--- src/rtl/sdu_pkg.sv ---
package sdu_pkg;
  typedef enum logic [1:0] {
    PM_READBACK = 2'b00,
    PM_CHAIN_F  = 2'b01,
    PM_CHAIN_R  = 2'b10,
    PM_RB_ALT   = 2'b11
  } pin_mode_e;

  function automatic logic is_chain(pin_mode_e m);
    return (m == PM_CHAIN_F) || (m == PM_CHAIN_R);
  endfunction

  function automatic logic pin_enable(pin_mode_e m, logic rb_on);
    return is_chain(m) ? 1'b1 : rb_on;
  endfunction

  function automatic logic pin_value(pin_mode_e m, logic rb_bit,
                                     logic dc_fall, logic dc_rise);
    case (m)
      PM_CHAIN_F: return dc_fall;
      PM_CHAIN_R: return dc_rise;
      default:    return rb_bit;
    endcase
  endfunction
endpackage

--- src/rtl/sdu_shift_core.sv ---
module sdu_shift_core #(
  parameter int FRAME_W = 16,
  localparam int CNT_W = $clog2(FRAME_W + 1)
) (
  input  logic               clk,
  input  logic               rst_n,
  input  logic               sclk,
  input  logic               cs_n,
  input  logic               din,
  input  logic               end_on_count,
  output logic               cs_q,
  output logic               rise_ev,
  output logic               fall_ev,
  output logic               cs_fall_ev,
  output logic               full,
  output logic               sr_msb,
  output logic [FRAME_W-1:0] frame_word,
  output logic               frame_valid
);
  logic               sclk_q, sclk_qq, cs_qq, din_q;
  logic [FRAME_W-1:0] sr;
  logic [CNT_W-1:0]   cnt;
  logic               cs_rise_ev, last_edge;

  function automatic logic [FRAME_W-1:0] shift_in(logic [FRAME_W-1:0] v, logic b);
    return {v[FRAME_W-2:0], b};
  endfunction

  assign rise_ev    = sclk_q & ~sclk_qq;
  assign fall_ev    = ~sclk_q & sclk_qq;
  assign cs_fall_ev = ~cs_q & cs_qq;
  assign cs_rise_ev = cs_q & ~cs_qq;
  assign full       = (cnt == CNT_W'(FRAME_W));
  assign last_edge  = rise_ev & ~cs_q & (cnt == CNT_W'(FRAME_W - 1));
  assign sr_msb     = sr[FRAME_W-1];

  always_ff @(posedge clk or negedge rst_n) begin
    if (!rst_n) begin
      sclk_q  <= 1'b0;
      sclk_qq <= 1'b0;
      cs_q    <= 1'b1;
      cs_qq   <= 1'b1;
      din_q   <= 1'b0;
    end else begin
      sclk_q  <= sclk;
      sclk_qq <= sclk_q;
      cs_q    <= cs_n;
      cs_qq   <= cs_q;
      din_q   <= din;
    end
  end

  always_ff @(posedge clk or negedge rst_n) begin
    if (!rst_n) begin
      sr  <= '0;
      cnt <= '0;
    end else if (cs_q) begin
      cnt <= '0;
    end else if (rise_ev) begin
      sr <= shift_in(sr, din_q);
      if (!full) cnt <= cnt + CNT_W'(1);
    end
  end

  always_ff @(posedge clk or negedge rst_n) begin
    if (!rst_n) begin
      frame_word  <= '0;
      frame_valid <= 1'b0;
    end else begin
      frame_valid <= 1'b0;
      if (end_on_count && last_edge) begin
        frame_word  <= shift_in(sr, din_q);
        frame_valid <= 1'b1;
      end else if (!end_on_count && cs_rise_ev) begin
        frame_word  <= sr;
        frame_valid <= 1'b1;
      end
    end
  end


  shift_msb_first_chk: assert property (@(posedge clk) disable iff (!rst_n)
    (rise_ev && !cs_q) |=> (sr[0] == $past(din_q)));


  valid_single_chk: assert property (@(posedge clk) disable iff (!rst_n)
    frame_valid |=> !frame_valid);
endmodule

--- src/rtl/sdu_readback.sv ---
module sdu_readback #(
  parameter int FRAME_W = 16
) (
  input  logic               clk,
  input  logic               rst_n,
  input  logic               rd_load,
  input  logic [FRAME_W-1:0] rd_word,
  input  logic               cs_q,
  input  logic               cs_fall_ev,
  input  logic               fall_ev,
  output logic               rb_active,
  output logic               rb_bit
);
  logic               armed;
  logic [FRAME_W-1:0] hold, shreg;

  assign rb_bit = shreg[FRAME_W-1];

  always_ff @(posedge clk or negedge rst_n) begin
    if (!rst_n) begin
      armed <= 1'b0;
      hold  <= '0;
    end else if (rd_load) begin
      armed <= 1'b1;
      hold  <= rd_word;
    end else if (cs_fall_ev) begin
      armed <= 1'b0;
    end
  end

  always_ff @(posedge clk or negedge rst_n) begin
    if (!rst_n) begin
      rb_active <= 1'b0;
      shreg     <= '0;
    end else if (cs_q) begin
      rb_active <= 1'b0;
    end else if (cs_fall_ev) begin
      rb_active <= armed;
      shreg     <= hold;
    end else if (fall_ev && rb_active) begin
      shreg <= {shreg[FRAME_W-2:0], 1'b0};
    end
  end


  rb_idle_chk: assert property (@(posedge clk) disable iff (!rst_n)
    (cs_q && $past(cs_q)) |-> !rb_active);


  rb_unarmed_chk: assert property (@(posedge clk) disable iff (!rst_n)
    (cs_fall_ev && !armed) |=> !rb_active);
endmodule

--- src/rtl/sdu_chain_tap.sv ---
module sdu_chain_tap (
  input  logic clk,
  input  logic rst_n,
  input  logic cs_q,
  input  logic rise_ev,
  input  logic fall_ev,
  input  logic full,
  input  logic sr_msb,
  output logic dc_fall,
  output logic dc_rise
);
  always_ff @(posedge clk or negedge rst_n) begin
    if (!rst_n) begin
      dc_fall <= 1'b1;
      dc_rise <= 1'b1;
    end else if (cs_q) begin
      dc_fall <= 1'b1;
      dc_rise <= 1'b1;
    end else begin
      if (fall_ev && full) dc_fall <= sr_msb;
      if (rise_ev && full) dc_rise <= sr_msb;
    end
  end


  chain_idle_high_chk: assert property (@(posedge clk) disable iff (!rst_n)
    !full |-> (dc_fall && dc_rise));


  chain_fall_hold_chk: assert property (@(posedge clk) disable iff (!rst_n)
    (!fall_ev && !cs_q) |=> (dc_fall == $past(dc_fall)));


  chain_rise_hold_chk: assert property (@(posedge clk) disable iff (!rst_n)
    (!rise_ev && !cs_q) |=> (dc_rise == $past(dc_rise)));
endmodule

--- src/rtl/sdu_pin_drv.sv ---
module sdu_pin_drv
  import sdu_pkg::*;
(
  input  logic [1:0] mode,
  input  logic       rb_active,
  input  logic       rb_bit,
  input  logic       dc_fall,
  input  logic       dc_rise,
  output logic       pin,
  output logic       pin_oe
);
  pin_mode_e m;
  assign m      = pin_mode_e'(mode);
  assign pin_oe = pin_enable(m, rb_active);
  assign pin    = pin_value(m, rb_bit, dc_fall, dc_rise);
endmodule

--- src/rtl/serial_dout_unit.sv ---
module serial_dout_unit #(
  parameter int FRAME_W = 16,
  parameter int N_PINS  = 2
) (
  input  logic                  clk,
  input  logic                  rst_n,
  input  logic                  sclk,
  input  logic                  cs_n,
  input  logic                  din,
  input  logic                  end_on_count,
  input  logic [2*N_PINS-1:0]   pin_mode,
  input  logic                  rd_load,
  input  logic [FRAME_W-1:0]    rd_word,
  output logic [N_PINS-1:0]     dout,
  output logic [N_PINS-1:0]     dout_oe,
  output logic [FRAME_W-1:0]    frame_word,
  output logic                  frame_valid
);
  logic cs_q, rise_ev, fall_ev, cs_fall_ev, full, sr_msb;
  logic rb_active, rb_bit, dc_fall, dc_rise;

  sdu_shift_core #(.FRAME_W(FRAME_W)) u_core (
    .clk(clk), .rst_n(rst_n), .sclk(sclk), .cs_n(cs_n), .din(din),
    .end_on_count(end_on_count), .cs_q(cs_q), .rise_ev(rise_ev),
    .fall_ev(fall_ev), .cs_fall_ev(cs_fall_ev), .full(full),
    .sr_msb(sr_msb), .frame_word(frame_word), .frame_valid(frame_valid)
  );

  sdu_readback #(.FRAME_W(FRAME_W)) u_rb (
    .clk(clk), .rst_n(rst_n), .rd_load(rd_load), .rd_word(rd_word),
    .cs_q(cs_q), .cs_fall_ev(cs_fall_ev), .fall_ev(fall_ev),
    .rb_active(rb_active), .rb_bit(rb_bit)
  );

  sdu_chain_tap u_tap (
    .clk(clk), .rst_n(rst_n), .cs_q(cs_q), .rise_ev(rise_ev),
    .fall_ev(fall_ev), .full(full), .sr_msb(sr_msb),
    .dc_fall(dc_fall), .dc_rise(dc_rise)
  );

  for (genvar g = 0; g < N_PINS; g++) begin : g_pin
    sdu_pin_drv u_drv (
      .mode(pin_mode[2*g+1:2*g]), .rb_active(rb_active), .rb_bit(rb_bit),
      .dc_fall(dc_fall), .dc_rise(dc_rise),
      .pin(dout[g]), .pin_oe(dout_oe[g])
    );
  end
endmodule

--- config.mk ---
export PLATFORM = sky130hd
export DESIGN_NAME = serial_dout_unit
export DESIGN_NICKNAME = d
export VERILOG_FILES = /design/src/rtl/sdu_pkg.sv /design/src/rtl/sdu_shift_core.sv /design/src/rtl/sdu_readback.sv /design/src/rtl/sdu_chain_tap.sv /design/src/rtl/sdu_pin_drv.sv /design/src/rtl/serial_dout_unit.sv
export SDC_FILE = /design/constraint.sdc
export NUM_CORES = 1
export LEC_CHECK = 0
export BUFFER_PORTS_ARGS = -buffer_cell sky130_fd_sc_hd__buf_2
export CORE_MARGIN = 3
export CORE_UTILIZATION = 60
export CTS_CLUSTER_SIZE = 40
export DETAILED_ROUTE_END_ITERATION = 8
export PLACE_DENSITY = 0.83
export SETUP_SLACK_MARGIN = 0.1
export SYNTH_ARGS = -nofsm -noshare
export SYNTH_HDL_FRONTEND = slang
export SYNTH_SLANG_ARGS = --single-unit
--- constraint.sdc ---
create_clock -name clk -period 4.6 [get_ports clk]
set_clock_uncertainty 0.1 [all_clocks]
set_input_delay 0.92 -clock clk [delete_from_list [all_inputs] [get_ports clk]]
set_output_delay 0.92 -clock clk [all_outputs]
set_load 0.005 [all_outputs]
Word-level counts from Yosys, hierarchy flattened
Index checks and enable logic that the tools add are counted.
Cells by class
  equal/unequal tests: 7
  bitwise logic cells: 10
  add/sub/neg operators: 1
  reduce and logical (&&, ||, !) cells: 18
  mux-type cells: 21
Operator list (number)
  $mux 16: 4
  $mux 5: 3
  $reduce_bool 2->1: 7
  $mux 1: 12
  $and 1x1->1: 6
  $reduce_and 2->1: 3
  $add 5x1->5 const B: 1
  $eq 5x4->1 const B: 1
  $eq 5x5->1 const B: 1
  $logic_and 1x1->1: 5
  $eq 2x1->1 const B: 2
  $eq 2x2->1 const B: 2
  $not 1->1: 4
  $pmux 1 s2: 2
  $logic_or 1x1->1: 2
  $ne 2x2->1 const B: 1
  $logic_not 1->1: 1
Storage, ports and cells
  register bits: 79
  input port bits: 27
  logic and storage cells: 72

Longest topological paths before layout
Gate-level depths: netlist of the first run.
  word-level depth: 6
  depth in mapped cells: 6

By module
From an unflattened synthesis of the first run, not the netlist that was laid out.
Unflattened totals
  cells, all modules: 247
  area total of the unflattened synthesis: 3606.0 um^2
By module, submodules not included
  sdu_shift_core: times used 1, sequential area each 1078.5 um^2, cells an instance 130, area an instance 1865.5 um^2
  sdu_readback: times used 1, sequential area each 850.8 um^2, cells an instance 94, area an instance 1546.5 um^2
  sdu_pin_drv: times used 2, sequential area each 0.0 um^2, cells an instance 8, area an instance 55.1 um^2
  sdu_chain_tap: times used 1, sequential area each 52.6 um^2, cells an instance 7, area an instance 83.8 um^2

Worst setup path before layout of the first run
Ideal clock, no wire load.
  kind: input to output
  from: in pin_mode[2]
  to: out dout[1]
  data required time: 3580 ps
  arrival: 1518 ps
  slack: 2062 ps
  stages on the path: 4
  cell sequence: inv_1 -> ha_1 -> o21ai_0 -> buf_4
Between the ends
  cells in the longest elaborated chain, start to end: 2
RTL lines
  from (decl): line serial_dout_unit.sv:11  | input logic [2*N_PINS-1:0] pin_mode,
  $eq 2x2->1 / $eq 2x1->1 (equally long branches): line sdu_pkg.sv:19  | case (m)
  $pmux 1 s2 *: line sdu_pkg.sv:19
  to (decl): line serial_dout_unit.sv:14  | output logic [N_PINS-1:0] dout,
Every way passes the cells marked *; elsewhere a longest branch is shown, timed or not.

Worst setup path after layout of the first run
Ends and elaborated chain as after synthesis.

==> flow_summary.ini, run 1 <==
[run_status]
status = complete, no violations

[global_routing]
grt_pass1_vias = 2156
grt_pass1_wl_um = 9990
gr-total-overflow = 0
grt_max_degree = 80
track_usage_pct = 18.0
grt_antenna_before_repair = 0

[logic_synthesis]
ys_ff_latch = 79
syn_nets = 285
syn_area_um2 = 3620
yosys_warnings = 0
syn_inst = 251
synth_seq_area_share_pct = 54.7
synth_area_leaders = dfrtp_1, mux2_2, mux2_4
yosys.area.top_type_share_pct = 51.8
yosys.area.top_type = dfrtp_1
synth_cell_type_count = 34
syn_avg_cell_area_um2 = 14.4

[placement]
port_buffers = 47
gp_congestion = 0.691
hpwl_um = 3800
place_ws_ps = 1900

[floorplan]
die-height_um = 83.7
core_um2 = 5680
die_w_um = 83.7
io_pins = 48
dieArea_um2 = 7010
initial_core_util_pct = 63.8
rows = 27

[worst_setup_path]
r2r_slack_ps = 2230
worstSetupStartpointType = primary input
crit_type = primary input to output port
crit-reg2reg-launch = u_core.cs_q
crit_required_ps = 3580
cp-end-kind = output port
reg2regPathDepth = 3
r2r_end = u_core.frame_word[9]
cp_max_fo = 3
cp.arrival_ps = 1660

[layout]
postLayoutCoreUtil_pct = 70.9
fillers = 401
most-common-layout-cells = mux2_2, dfrtp_1, buf_2
syn_to_final_growth_pct = 11.1
drive_gt1_share_pct = 53.5
nets = 330
diodes = 0
final_common_cell = mux2_2

[worst_hold_path]
min_from = u_core.sclk_q
hold_depth = 0
min_path_type = flop to flop
whs_endpoint = u_core.sclk_qq

[clock_tree]
cts_sinks = 79
ctsResizeCount = 0
cts_tree = built
clk_latency_ps = 340
cts-hold-fix-buffers = 0
clk_pin_slew_ps = 70
post_cts_buffers = 0
numCtsBuffers = 9
root_buffer = clkbuf_8
clock_path_buffers = 2
htree_levels = 3

[sta]
slew_viol_final = 0
setup_violations = 0
fin_ws_ps = 1920
worstMarginPinSlew_ps = 960
fmax_mhz = 373
fin_crit_sh_pct = 58.3
slew_headroom_pct = 36.0
rsz0062_at_grt = no
final-hold-violation-count = 0
finalSetupTns_ps = 0
min_period_ps = 2680

[detailed_routing]
vias_per_cell = 5.53
top_layer = met4
m1WireLength_um = 2500
drtIter0Drc = 49
post_drt_wl_per_cell_um = 15.2
via_count = 2063
drcViolationCount = 0
drt-pass1-iter-count = 4
routed_wl_um = 5680
drtAntennaViolNets = 0
wl_met3_um = 280
wl_met2_um = 2820

[flow_run]
cap_violations = 0

[pwr]
power_density_nw_per_um2 = 428
finalPower_mw = 1.72
p_leak_nw = 1.93
ir_drop_v = 0.000290
[flip-flops by register name, indices dropped and copies added, names as in the netlist]
signal and flops:
u_tap.dc_fall 1, u_core.din_q 1, u_core.sclk_q 1, u_rb.shreg 16, u_core.frame_valid 1, u_core.sr 16, u_rb.hold 16, u_rb.rb_active 1
u_core.cs_qq 1, u_core.sclk_qq 1, u_core.cnt 5, u_rb.armed 1, u_tap.dc_rise 1, u_core.frame_word 16, u_core.cs_q 1
[critical path, stage by stage]
cell	delay, ps
buf_2	90
inv_1	40
ha_1	310
o21ai_0	170
buf_2	140
[Yosys cell counts]
cell / number
or4_1: 1
and3_1: 1
nand2b_1: 4
nand4bb_1: 1
inv_1: 12
a21o_1: 1
nand3b_1: 2
ha_1: 7
and2b_1: 1
nand2_1: 4
buf_1: 1
a21boi_0: 1
nor2b_1: 2
nor2_1: 3
buf_4: 6
nand4_1: 1
a311oi_1: 1
and4bb_2: 1
mux2_2: 85
o22ai_1: 1
nand3_1: 3
mux2i_1: 1
dfstp_2: 4
a21oi_1: 3
mux2_4: 9
buf_2: 4
a21oi_2: 1
dfrtp_1: 75
nor3b_4: 2
a22oi_1: 2
a311o_1: 1
o21ai_0: 7
buf_6: 2
nand3_4: 1
[per-stage QoR]
stage	instance area, um^2	std cells	hold slack, ps
after global routing	4020	373	415
after CTS	4020	373	379
after floorplan	3620	251	286
after detailed placement	3860	357	354
final	4020	373	364
after global placement	3860	357	341
[logic make-up after synthesis]
family	after synthesis	share of synthesized area, %
AOI/OAI and AO/OA	18	3.14
and+or+nand+nor	27	5.53
muxes	95	30.4
DFF	79	54.7
buffers and inverters	25	3.76
adders and majority gates	7	2.42
[worst max path at each step]
stage,start,end,slack [ps],cells after the start
after floorplan,pin_mode[2],dout[1],2060,4
after global placement,pin_mode[2],dout[1],1970,5
after detailed placement,pin_mode[2],dout[1],1900,5
after CTS,pin_mode[2],dout[1],1900,5
after global routing,pin_mode[0],dout[0],1850,5
final,pin_mode[2],dout[1],1920,5
[report_power, final]
group          internal, mW  switching, mW  total (mW)
clock                 0.212          0.222       0.434
sequential            0.845         0.0951       0.940
combinational         0.230          0.116       0.346
total                  1.29          0.433        1.72
[layer usage]
layer  GRT usage, %  vias to the layer above
met5              0                        -
met4           5.56                        0
met3           6.52                        6
met2           29.6                       45
met1           22.2                     1029
li1               -                      983
[area by class of cell]
| type | instances | area [um^2] | area share (%) |
|---|---|---|---|
| Clock inverter | 1 | 7.51 | 0.187 |
| Clock buffer | 15 | 156 | 3.89 |
| Multi-Input combinational cell | 147 | 1500 | 37.4 |
| Inverter | 12 | 45.0 | 1.12 |
| Sequential cell | 79 | 1980 | 49.3 |
| Timing Repair Buffer | 47 | 238 | 5.91 |
| Tap cell | 72 | 90.1 | 2.24 |
Power figures use the tool's default switching activity.
==> inputs of run 2 (changes only) <==
--- a/config.mk
+++ b/config.mk
@@ -7,10 +7,10 @@
 export LEC_CHECK = 0
 export BUFFER_PORTS_ARGS = -buffer_cell sky130_fd_sc_hd__buf_2
 export CORE_MARGIN = 3
-export CORE_UTILIZATION = 60
+export CORE_UTILIZATION = 57
 export CTS_CLUSTER_SIZE = 40
 export DETAILED_ROUTE_END_ITERATION = 8
-export PLACE_DENSITY = 0.83
+export PLACE_DENSITY = 0.79
 export SETUP_SLACK_MARGIN = 0.1
 export SYNTH_ARGS = -nofsm -noshare
 export SYNTH_HDL_FRONTEND = slang
==> constraint.sdc (replaced) <==
create_clock -name clk -period 2.7 [get_ports clk]
set_clock_uncertainty 0.1 [all_clocks]
set_input_delay 0.54 -clock clk [delete_from_list [all_inputs] [get_ports clk]]
set_output_delay 0.54 -clock clk [all_outputs]
set_load 0.005 [all_outputs]
==> run 2 against run 1 <==
Worst setup slack got worse by 1300 ps; via count about the same; die area is 4.9% higher; worst hold slack worse by 270 ps; clock power up 140%; critical path depth down 1; non-clock buffer count rose by 5; sequential cell count is the same; sequential power up 71%; sequential share of layout area is 1.6 points lower; utilization down 1.9 points; highest routed layer unchanged.
==> flow_summary.ini, run 2 (same netlist as run 1, synthesis figures left out) <==
[run_status]
status = complete, no violations

[detailed_routing]
vias_per_cell = 5.42
drcViolationCount = 0
drt-pass1-iter-count = 4
via_count = 2065
drtIter0Drc = 88
routed_wl_um = 6220
post_drt_wl_per_cell_um = 16.3
drtAntennaViolNets = 0

[floorplan]
io_pins = 48
die-height_um = 85.7
core_um2 = 6030
die_w_um = 85.7
rows = 28
initial_core_util_pct = 60.1
dieArea_um2 = 7350

[global_routing]
grt_pass1_wl_um = 10600
grt_max_degree = 80
grt_pass1_vias = 2219
grt_antenna_before_repair = 0
gr-total-overflow = 0
track_usage_pct = 18.4

[worst_setup_path]
cp_max_fo = 17
cpMostUsedCell = mux2_2
worstSetupStartpointType = flop
r2r_slack_ps = 630
reg2regPathDepth = 4
cp.arrival_ps = 2190
slowest_delay_ps = 700
crit-reg2reg-launch = u_core.cs_q
crit_chain = nor3b_4 -> buf_4 -> mux2_2 -> mux2_2
crit_type = flop to flop
r2r_end = u_core.frame_word[14]
cp-end-kind = flop
crit_required_ps = 2820
worst_path_max_delay_cell = dfstp_2

[pwr]
p_leak_nw = 2.00
finalPower_mw = 3.26
power_density_nw_per_um2 = 785
ir_drop_v = 0.000530

[clock_tree]
numCtsBuffers = 9
cts-hold-fix-buffers = 0
cts_sinks = 79
root_buffer = clkbuf_8
post_cts_buffers = 0
clk_pin_slew_ps = 80
clock_path_buffers = 2
ctsResizeCount = 0
cts_tree = built
htree_levels = 3
clk_latency_ps = 330

[layout]
nets = 335
diodes = 0
most-common-layout-cells = mux2_2, dfrtp_1, buf_2
fillers = 431
final_common_cell = mux2_2
syn_to_final_growth_pct = 14.8
drive_gt1_share_pct = 55.6

[sta]
setup_violations = 0
timing.hold.ws_ps = 98.0
rsz0062_at_grt = no
slew_headroom_pct = 71.3
min_period_ps = 2070
slew_viol_final = 0
final-hold-violation-count = 0
fmax_mhz = 484
fin_crit_sh_pct = 76.5
finalSetupTns_ps = 0
worstMarginPinSlew_ps = 431

[placement]
gp_congestion = 0.789
hpwl_um = 4010
port_buffers = 47

[flow_run]
cap_violations = 0

[worst_hold_path]
min_path_type = primary input to asynchronous set/reset pin
run 2: changes by cell type in the layout (fill, tap and decap cells not counted), sizes merged:
cell      previous run  this run
buf                 47        52
clkbuf              15        11
bufinv               0         3
clkinvlp             1         2
run 2: worst max-delay path by stage:
stage	start	end	slack [ps]	cells past startpoint
after floorplan	u_core.cs_q	u_core.frame_word[10]	780	4
after global placement	u_core.cs_q	u_core.frame_word[0]	710	4
after detailed placement	u_core.cs_q	u_core.frame_word[9]	670	4
after CTS	u_core.cs_q	u_core.frame_word[14]	630	4
after global routing	u_core.cs_q	u_core.frame_word[14]	560	4
final	u_core.cs_q	u_core.frame_word[14]	630	4
run 2: per-layer routing:
layer | vias up | global-route usage [%] | part of all wire [%]
met1 | 1033 | 24.3 | 46
li1 | 996 | - | -
met3 | 4 | 4.80 | 3.4
met4 | 0 | 4.46 | 0.66
met2 | 32 | 30.6 | 50
met5 | - | 0 | 0
run 2: area by class of cell:
cell class | instances | area [um^2] | share of cell area, %
Clock buffer | 11 | 141 | 3.40
Multi-Input combinational cell | 147 | 1500 | 36.2
Timing Repair Buffer | 52 | 288 | 6.92
Tap cell | 75 | 93.8 | 2.26
Clock inverter | 5 | 105 | 2.53
Inverter | 12 | 45.0 | 1.08
Sequential cell | 79 | 1980 | 47.7
run 2: power by group:
| part | switching, mW | internal [mW] | total (mW) | leakage [nW] |
|---|---|---|---|---|
| Combinational | 0.208 | 0.398 | 0.607 | 0.898 |
| Sequential | 0.167 | 1.44 | 1.61 | 0.988 |
| Clock | 0.412 | 0.640 | 1.05 | 0.116 |
run 2: critical path, delay by kind of cell, from the launching register on:
kind	cells	cell delay, ps
buf+inv	1	280
mux	2	650
flops	1	700
simple gates	1	230
run 2: per-stage QoR:
step	util [%]	worst slack, ps	instance area, um^2	std cells
2_1_floorplan	-	776	3620	251
3_3_place_gp	64.9	707	3910	365
3_5_place_dp	64.9	675	3910	365
4_1_cts	69.0	634	4160	381
5_1_grt	69.0	562	4160	381
6_report	69.0	634	4160	381
